===== src/rtl/trap_pkg.sv =====
package trap_pkg;
    parameter int unsigned XLEN      = 32;
    parameter int unsigned NUM_IRQ   = 8;
    parameter int unsigned IDX_W     = 5;
    parameter int unsigned CODE_W    = 4;
    parameter int unsigned CODE_LSB  = 2;
    parameter int unsigned MASK_LSB  = 8;
    parameter int unsigned IDX_STATUS = 12;
    parameter int unsigned IDX_CAUSE  = 13;
    parameter int unsigned IDX_EPC    = 14;

    typedef enum logic [CODE_W-1:0] {
        CODE_INT  = 4'h0,
        CODE_ILL  = 4'hA,
        CODE_OVF  = 4'hC,
        CODE_DIVZ = 4'hD
    } exc_code_e;

    typedef struct packed {
        logic                gie;
        logic [NUM_IRQ-1:0]  mask;
        exc_code_e           code;
        logic [XLEN-1:0]     epc;
    } trap_state_t;
endpackage


===== src/rtl/trap_exc_encode.sv =====
module trap_exc_encode
    import trap_pkg::*;
(
    input  logic      ill_i,
    input  logic      ovf_i,
    input  logic      divz_i,
    output logic      valid_o,
    output exc_code_e code_o
);
    always_comb begin
        valid_o = ill_i | ovf_i | divz_i;
        if (ill_i) begin
            code_o = CODE_ILL;
        end else if (ovf_i) begin
            code_o = CODE_OVF;
        end else if (divz_i) begin
            code_o = CODE_DIVZ;
        end else begin
            code_o = CODE_INT;
        end
    end
endmodule


===== src/rtl/trap_irq_gate.sv =====
module trap_irq_gate #(
    parameter int unsigned N = 8
) (
    input  logic [N-1:0] req_i,
    input  logic [N-1:0] mask_i,
    input  logic         gie_i,
    output logic         hit_o
);
    logic [N-1:0] live;

    for (genvar g = 0; g < N; g++) begin : g_line
        assign live[g] = req_i[g] & mask_i[g];
    end

    assign hit_o = gie_i & (|live);
endmodule


===== src/rtl/trap_read_mux.sv =====
module trap_read_mux
    import trap_pkg::*;
#(
    parameter int unsigned W  = 32,
    parameter int unsigned N  = 8,
    parameter int unsigned IW = 5
) (
    input  logic [IW-1:0] idx_i,
    input  logic          gie_i,
    input  logic [N-1:0]  mask_i,
    input  exc_code_e     code_i,
    input  logic [N-1:0]  irq_i,
    input  logic [W-1:0]  epc_i,
    output logic [W-1:0]  rdata_o
);
    localparam logic [IW-1:0] SEL_STATUS = IW'(IDX_STATUS);
    localparam logic [IW-1:0] SEL_CAUSE  = IW'(IDX_CAUSE);
    localparam logic [IW-1:0] SEL_EPC    = IW'(IDX_EPC);

    always_comb begin
        rdata_o = '0;
        unique case (idx_i)
            SEL_STATUS: begin
                rdata_o[0]               = gie_i;
                rdata_o[MASK_LSB +: N]   = mask_i;
            end
            SEL_CAUSE: begin
                rdata_o[CODE_LSB +: CODE_W] = code_i;
                rdata_o[MASK_LSB +: N]      = irq_i;
            end
            SEL_EPC: rdata_o = epc_i;
            default: rdata_o = '0;
        endcase
    end
endmodule


===== src/rtl/trap_ctl_unit.sv =====
module trap_ctl_unit
    import trap_pkg::*;
(
    input  logic                clk,
    input  logic                rst_n,
    input  logic [NUM_IRQ-1:0]  irq_i,
    input  logic                exc_illegal_i,
    input  logic                exc_ovf_i,
    input  logic                exc_divz_i,
    input  logic [XLEN-1:0]     pc_i,
    input  logic [IDX_W-1:0]    reg_idx_i,
    input  logic                reg_wr_i,
    input  logic [XLEN-1:0]     reg_wdata_i,
    output logic [XLEN-1:0]     reg_rdata_o,
    output logic                trap_o,
    output logic [XLEN-1:0]     epc_o
);
    localparam logic [IDX_W-1:0] SEL_STATUS = IDX_W'(IDX_STATUS);

    trap_state_t st_d, st_q;
    logic        exc_valid;
    exc_code_e   exc_code;
    logic        irq_hit;
    logic        unused_wdata;

    assign unused_wdata = ^{reg_wdata_i[XLEN-1:MASK_LSB+NUM_IRQ],
                            reg_wdata_i[MASK_LSB-1:1]};

    trap_exc_encode u_enc (
        .ill_i   (exc_illegal_i),
        .ovf_i   (exc_ovf_i),
        .divz_i  (exc_divz_i),
        .valid_o (exc_valid),
        .code_o  (exc_code)
    );

    trap_irq_gate #(.N(NUM_IRQ)) u_gate (
        .req_i  (irq_i),
        .mask_i (st_q.mask),
        .gie_i  (st_q.gie),
        .hit_o  (irq_hit)
    );

    trap_read_mux #(.W(XLEN), .N(NUM_IRQ), .IW(IDX_W)) u_rd (
        .idx_i   (reg_idx_i),
        .gie_i   (st_q.gie),
        .mask_i  (st_q.mask),
        .code_i  (st_q.code),
        .irq_i   (irq_i),
        .epc_i   (st_q.epc),
        .rdata_o (reg_rdata_o)
    );

    assign trap_o = exc_valid | irq_hit;
    assign epc_o  = st_q.epc;

    always_comb begin
        st_d = st_q;
        if (reg_wr_i && (reg_idx_i == SEL_STATUS)) begin
            st_d.gie  = reg_wdata_i[0];
            st_d.mask = reg_wdata_i[MASK_LSB +: NUM_IRQ];
        end
        if (trap_o) begin
            st_d.gie  = 1'b0;
            st_d.code = exc_valid ? exc_code : CODE_INT;
            st_d.epc  = pc_i;
        end
    end

    always_ff @(posedge clk) begin
        if (!rst_n) begin
            st_q <= '{gie: 1'b0, mask: '0, code: CODE_INT, epc: '0};
        end else begin
            st_q <= st_d;
        end
    end
endmodule


===== config.mk =====
export PLATFORM = sky130hd
export DESIGN_NAME = trap_ctl_unit
export DESIGN_NICKNAME = d
export VERILOG_FILES = /design/src/rtl/trap_pkg.sv /design/src/rtl/trap_exc_encode.sv /design/src/rtl/trap_irq_gate.sv /design/src/rtl/trap_read_mux.sv /design/src/rtl/trap_ctl_unit.sv
export SDC_FILE = /design/constraint.sdc
export NUM_CORES = 1
export LEC_CHECK = 0
export BUFFER_PORTS_ARGS = -buffer_cell sky130_fd_sc_hd__buf_2
export CAP_MARGIN = 15
export CORE_MARGIN = 2
export CORE_UTILIZATION = 43
export DETAILED_ROUTE_END_ITERATION = 12
export PLACE_DENSITY_LB_ADDON = 0.25
export SYNTH_ARGS = -nofsm -noshare
export SYNTH_HDL_FRONTEND = slang
export SYNTH_SLANG_ARGS = --single-unit
export TNS_END_PERCENT = 1

===== constraint.sdc =====
create_clock -name clk -period 3.7 [get_ports clk]
set_input_delay 0.37 -clock clk [delete_from_list [all_inputs] [get_ports clk]]
set_output_delay 0.37 -clock clk [all_outputs]
set_load 0.1 [all_outputs]

==> flow_summary.toml <==
[routing]
initialDrtViolationCount = 172
vias_per_cell = 5.25
totalWireLength_mm = 6.48
number_of_detailed_routing_iterations_run_before_antenna_repair = 4
post_drt_wl_per_cell_um = 14.7
drcViolationCount = 0
antenna_violating_nets_post_route = 0
dr_total_vias = 2322

[worst_hold_path]
start_point_of_the_worst_hold_path = "exc_illegal_i"
timing.hold.worst_endpoint = "st_q[34]"
number_of_cells_on_the_worst_hold_path = 2
timing.hold.worst.class = "in2reg"

[clock_network]
tritoncts = "yes"
clock_tree.buffer_depth = 2
postCtsResizedCells = 0
clk_latency_ns = 0.29
clk_transition_reported_paths_ns = 0.08
cts_inserted_buffers = 5
htreeDepth = 2
cts_root_buffer = "sky130_fd_sc_hd__clkbuf_8"
post-cts-setup-buffers = 0
cts_num_sinks = 45
post_cts_hold_buffer_count = 0

[global_route]
grt_first_pass_wirelength_mm = 10.5
number_of_global_route_vias_before_repair = 2161
grt_start_max_net_pins = 46
grtUsageTotal = 0.214
grt.overflow.total = 0
number_of_antenna_violations_at_the_first_check_in_global_routing = 0

[cells_and_area]
area.growth.synth_to_final_pct = 23.2
layout-drive-gt1-share = 0.387
final_nets = 454
finish.utilization = 0.556
antenna_cells_inserted = 0
post-route-cell-area_sq_um = 2870

[floorplan]
io-pin-count = 148
design.die.area_sq_um = 6030
initial_utilization = 0.451
die_height_um = 77.6
placement_rows = 26
die_width_um = 77.6
fp.coreArea_sq_um = 5170

[synth]
postSynthAreaPerCell_sq_um = 8.10
ys_types = 28
synth_cells = 288
synth_area_leaders = "sky130_fd_sc_hd__dfxtp_1 (39%), sky130_fd_sc_hd__buf_4 (10%), sky130_fd_sc_hd__a21oi_1 (8.8%), sky130_fd_sc_hd__nand3_1 (8.6%), sky130_fd_sc_hd__o21ai_0 (6.9%)"
synthesis.nets = 371
yosysWarningCount = 0
synth.cell_area_sq_um = 2330
ys_ff_latch = 45
most_area_hungry_cell_type_in_the_yosys_netlist = "sky130_fd_sc_hd__dfxtp_1"
synth.top_cell.area_share = 0.386
synth_sequential_area_ratio = 0.386

[setup_path]
reg2reg_launch_point = "st_q[42]"
critical_path.max_fanout = 37
arrival_time_worst_endpoint_ns = 2.06
critPathRequiredTime_ns = 3.33
worstReg2RegEnd = "epc_o[16]"
crit_path_start_kind = "register"
timing.reg2reg.worst_path_depth = 5
timing.critical_path.to_type = "output port"
r2r_setup_slack_ns = 1.85
class_of_the_most_critical_setup_path = "reg2out"

[pwr]
design_power_total_mw = 1.20
irDropWorstVdd_v = 0.000234
power.density_nw_per_um2 = 419
power.leakage_nw = 1.39

[timing]
timing.final.setup_violations = 0
finClkSkew_ns = 0.00434
post-route-min-period_ns = 2.43
final.setup.tns_ns = 0
slew_viol_final = 0
relSlewSlack = 0.317
fmax_mhz = 411
hold_viol_final = 0
fin_crit_sh = 0.657
rsz0062_at_grt = "false"
worst_pin_slew_ns = 1.03

[place]
buffer_ports.inserted = 124
detailed_place_hpwl_mm = 4.37
globalplace.congestion = 0.818
post_dp_cell_area_sq_um = 2740

[run]
maxCapViolations = 0

[run_status]
status = "finished clean"
## metrics by stage
stage / setup slack, ns / instances / hold WS, ns
floorplan: 1.25 / 288 / 0.438
global placement: 1.39 / 433 / 0.459
detailed placement: 1.39 / 433 / 0.469
CTS: 1.25 / 441 / 0.297
global route: 1.17 / 442 / 0.309
finish: 1.27 / 442 / 0.309
## cell usage in the layout (no fill, tap or decap)
cell type,count
sky130_fd_sc_hd__a21oi_1,41
sky130_fd_sc_hd__buf_8,1
sky130_fd_sc_hd__inv_2,1
sky130_fd_sc_hd__nor4b_2,2
sky130_fd_sc_hd__nand4_1,1
sky130_fd_sc_hd__buf_2,124
sky130_fd_sc_hd__or3_1,1
sky130_fd_sc_hd__bufinv_16,1
sky130_fd_sc_hd__a222oi_1,8
sky130_fd_sc_hd__nand2b_1,1
sky130_fd_sc_hd__nor2_1,3
sky130_fd_sc_hd__o41a_1,1
sky130_fd_sc_hd__inv_1,9
sky130_fd_sc_hd__buf_4,6
sky130_fd_sc_hd__a211oi_1,1
sky130_fd_sc_hd__nand3_1,40
sky130_fd_sc_hd__clkbuf_1,1
sky130_fd_sc_hd__nor3_2,1
sky130_fd_sc_hd__o41ai_1,1
sky130_fd_sc_hd__o41ai_4,1
sky130_fd_sc_hd__a31oi_1,1
sky130_fd_sc_hd__o21ai_0,32
sky130_fd_sc_hd__or4_1,1
sky130_fd_sc_hd__clkbuf_8,6
sky130_fd_sc_hd__nor4_2,1
sky130_fd_sc_hd__and2_1,19
sky130_fd_sc_hd__nor3_1,1
sky130_fd_sc_hd__mux2i_1,1
sky130_fd_sc_hd__dfxtp_1,45
sky130_fd_sc_hd__nand2_1,11
sky130_fd_sc_hd__a22o_1,9
## worst max path at each step
stage / startpoint / endpoint / slack [ns] / cells after the start
global placement: irq_i[6] / trap_o / 1.39 / 6
finish: st_q[42] / trap_o / 1.27 / 5
floorplan: reg_idx_i[3] / reg_rdata_o[0] / 1.25 / 4
global route: st_q[42] / trap_o / 1.17 / 5
detailed placement: irq_i[6] / trap_o / 1.39 / 6
CTS: st_q[42] / trap_o / 1.25 / 5
## routing by layer
metal  global-route usage  vias to the layer above  share of wire
li1                     -                     1159              -
met1                0.266                     1086           0.44
met2                0.369                       75           0.49
met4               0.0429                        0         0.0042
met3               0.0593                        2          0.064
met5                    0                        -              0
## registers in the layout (all words and copies together) (netlist names)
register / flops
st_q: 13
epc_o: 32
## Yosys cell counts
master / number
sky130_fd_sc_hd__a21oi_1: 41
sky130_fd_sc_hd__nor2_1: 3
sky130_fd_sc_hd__o21ai_0: 32
sky130_fd_sc_hd__a211oi_1: 1
sky130_fd_sc_hd__or4_1: 1
sky130_fd_sc_hd__inv_2: 1
sky130_fd_sc_hd__a31oi_1: 1
sky130_fd_sc_hd__mux2i_1: 1
sky130_fd_sc_hd__dfxtp_1: 45
sky130_fd_sc_hd__o41ai_1: 1
sky130_fd_sc_hd__buf_6: 3
sky130_fd_sc_hd__o41a_1: 1
sky130_fd_sc_hd__and2_1: 19
sky130_fd_sc_hd__clkbuf_4: 3
sky130_fd_sc_hd__nand2_1: 11
sky130_fd_sc_hd__nand3_1: 40
sky130_fd_sc_hd__nor4_2: 1
sky130_fd_sc_hd__inv_1: 9
sky130_fd_sc_hd__a22o_1: 9
sky130_fd_sc_hd__nand4_1: 1
sky130_fd_sc_hd__a222oi_1: 8
sky130_fd_sc_hd__nor3_1: 2
sky130_fd_sc_hd__clkbuf_1: 17
sky130_fd_sc_hd__or3_1: 1
sky130_fd_sc_hd__nor4b_1: 2
sky130_fd_sc_hd__o41ai_4: 1
sky130_fd_sc_hd__buf_4: 32
sky130_fd_sc_hd__nand2b_1: 1
## logic make-up after synthesis
group	count (synthesis)	share of synthesized area
muxes	1	0.00429
and+or+nand+nor	82	0.188
AOI/OAI and AO/OA	95	0.251
buffers and inverters	65	0.171
DFF	45	0.386
## critical path, cell delays in order, from the launching register on
cell	delay, ns
sky130_fd_sc_hd__dfxtp_1	0.33
sky130_fd_sc_hd__a22o_1	0.26
sky130_fd_sc_hd__o41ai_4	0.34
sky130_fd_sc_hd__buf_4	0.40
sky130_fd_sc_hd__nand2_1	0.12
sky130_fd_sc_hd__buf_2	0.32
## report_power, final
part	leakage, nW	switching, mW	internal, mW
Sequential	0.372	0.0170	0.509
Combinational	0.963	0.238	0.0585
Clock	0.0585	0.162	0.220
Total	1.39	0.417	0.787
## area by class of cell
type	count	area, sq um
clock buffers	7	86.3
fillers	490	2300
flip-flops and latches	45	901
repair buffers	131	681
clock inverters	1	30.0
multi-input cells	178	1050
inverters	10	37.5
well taps	70	87.6
Power figures use the tool's default switching activity.
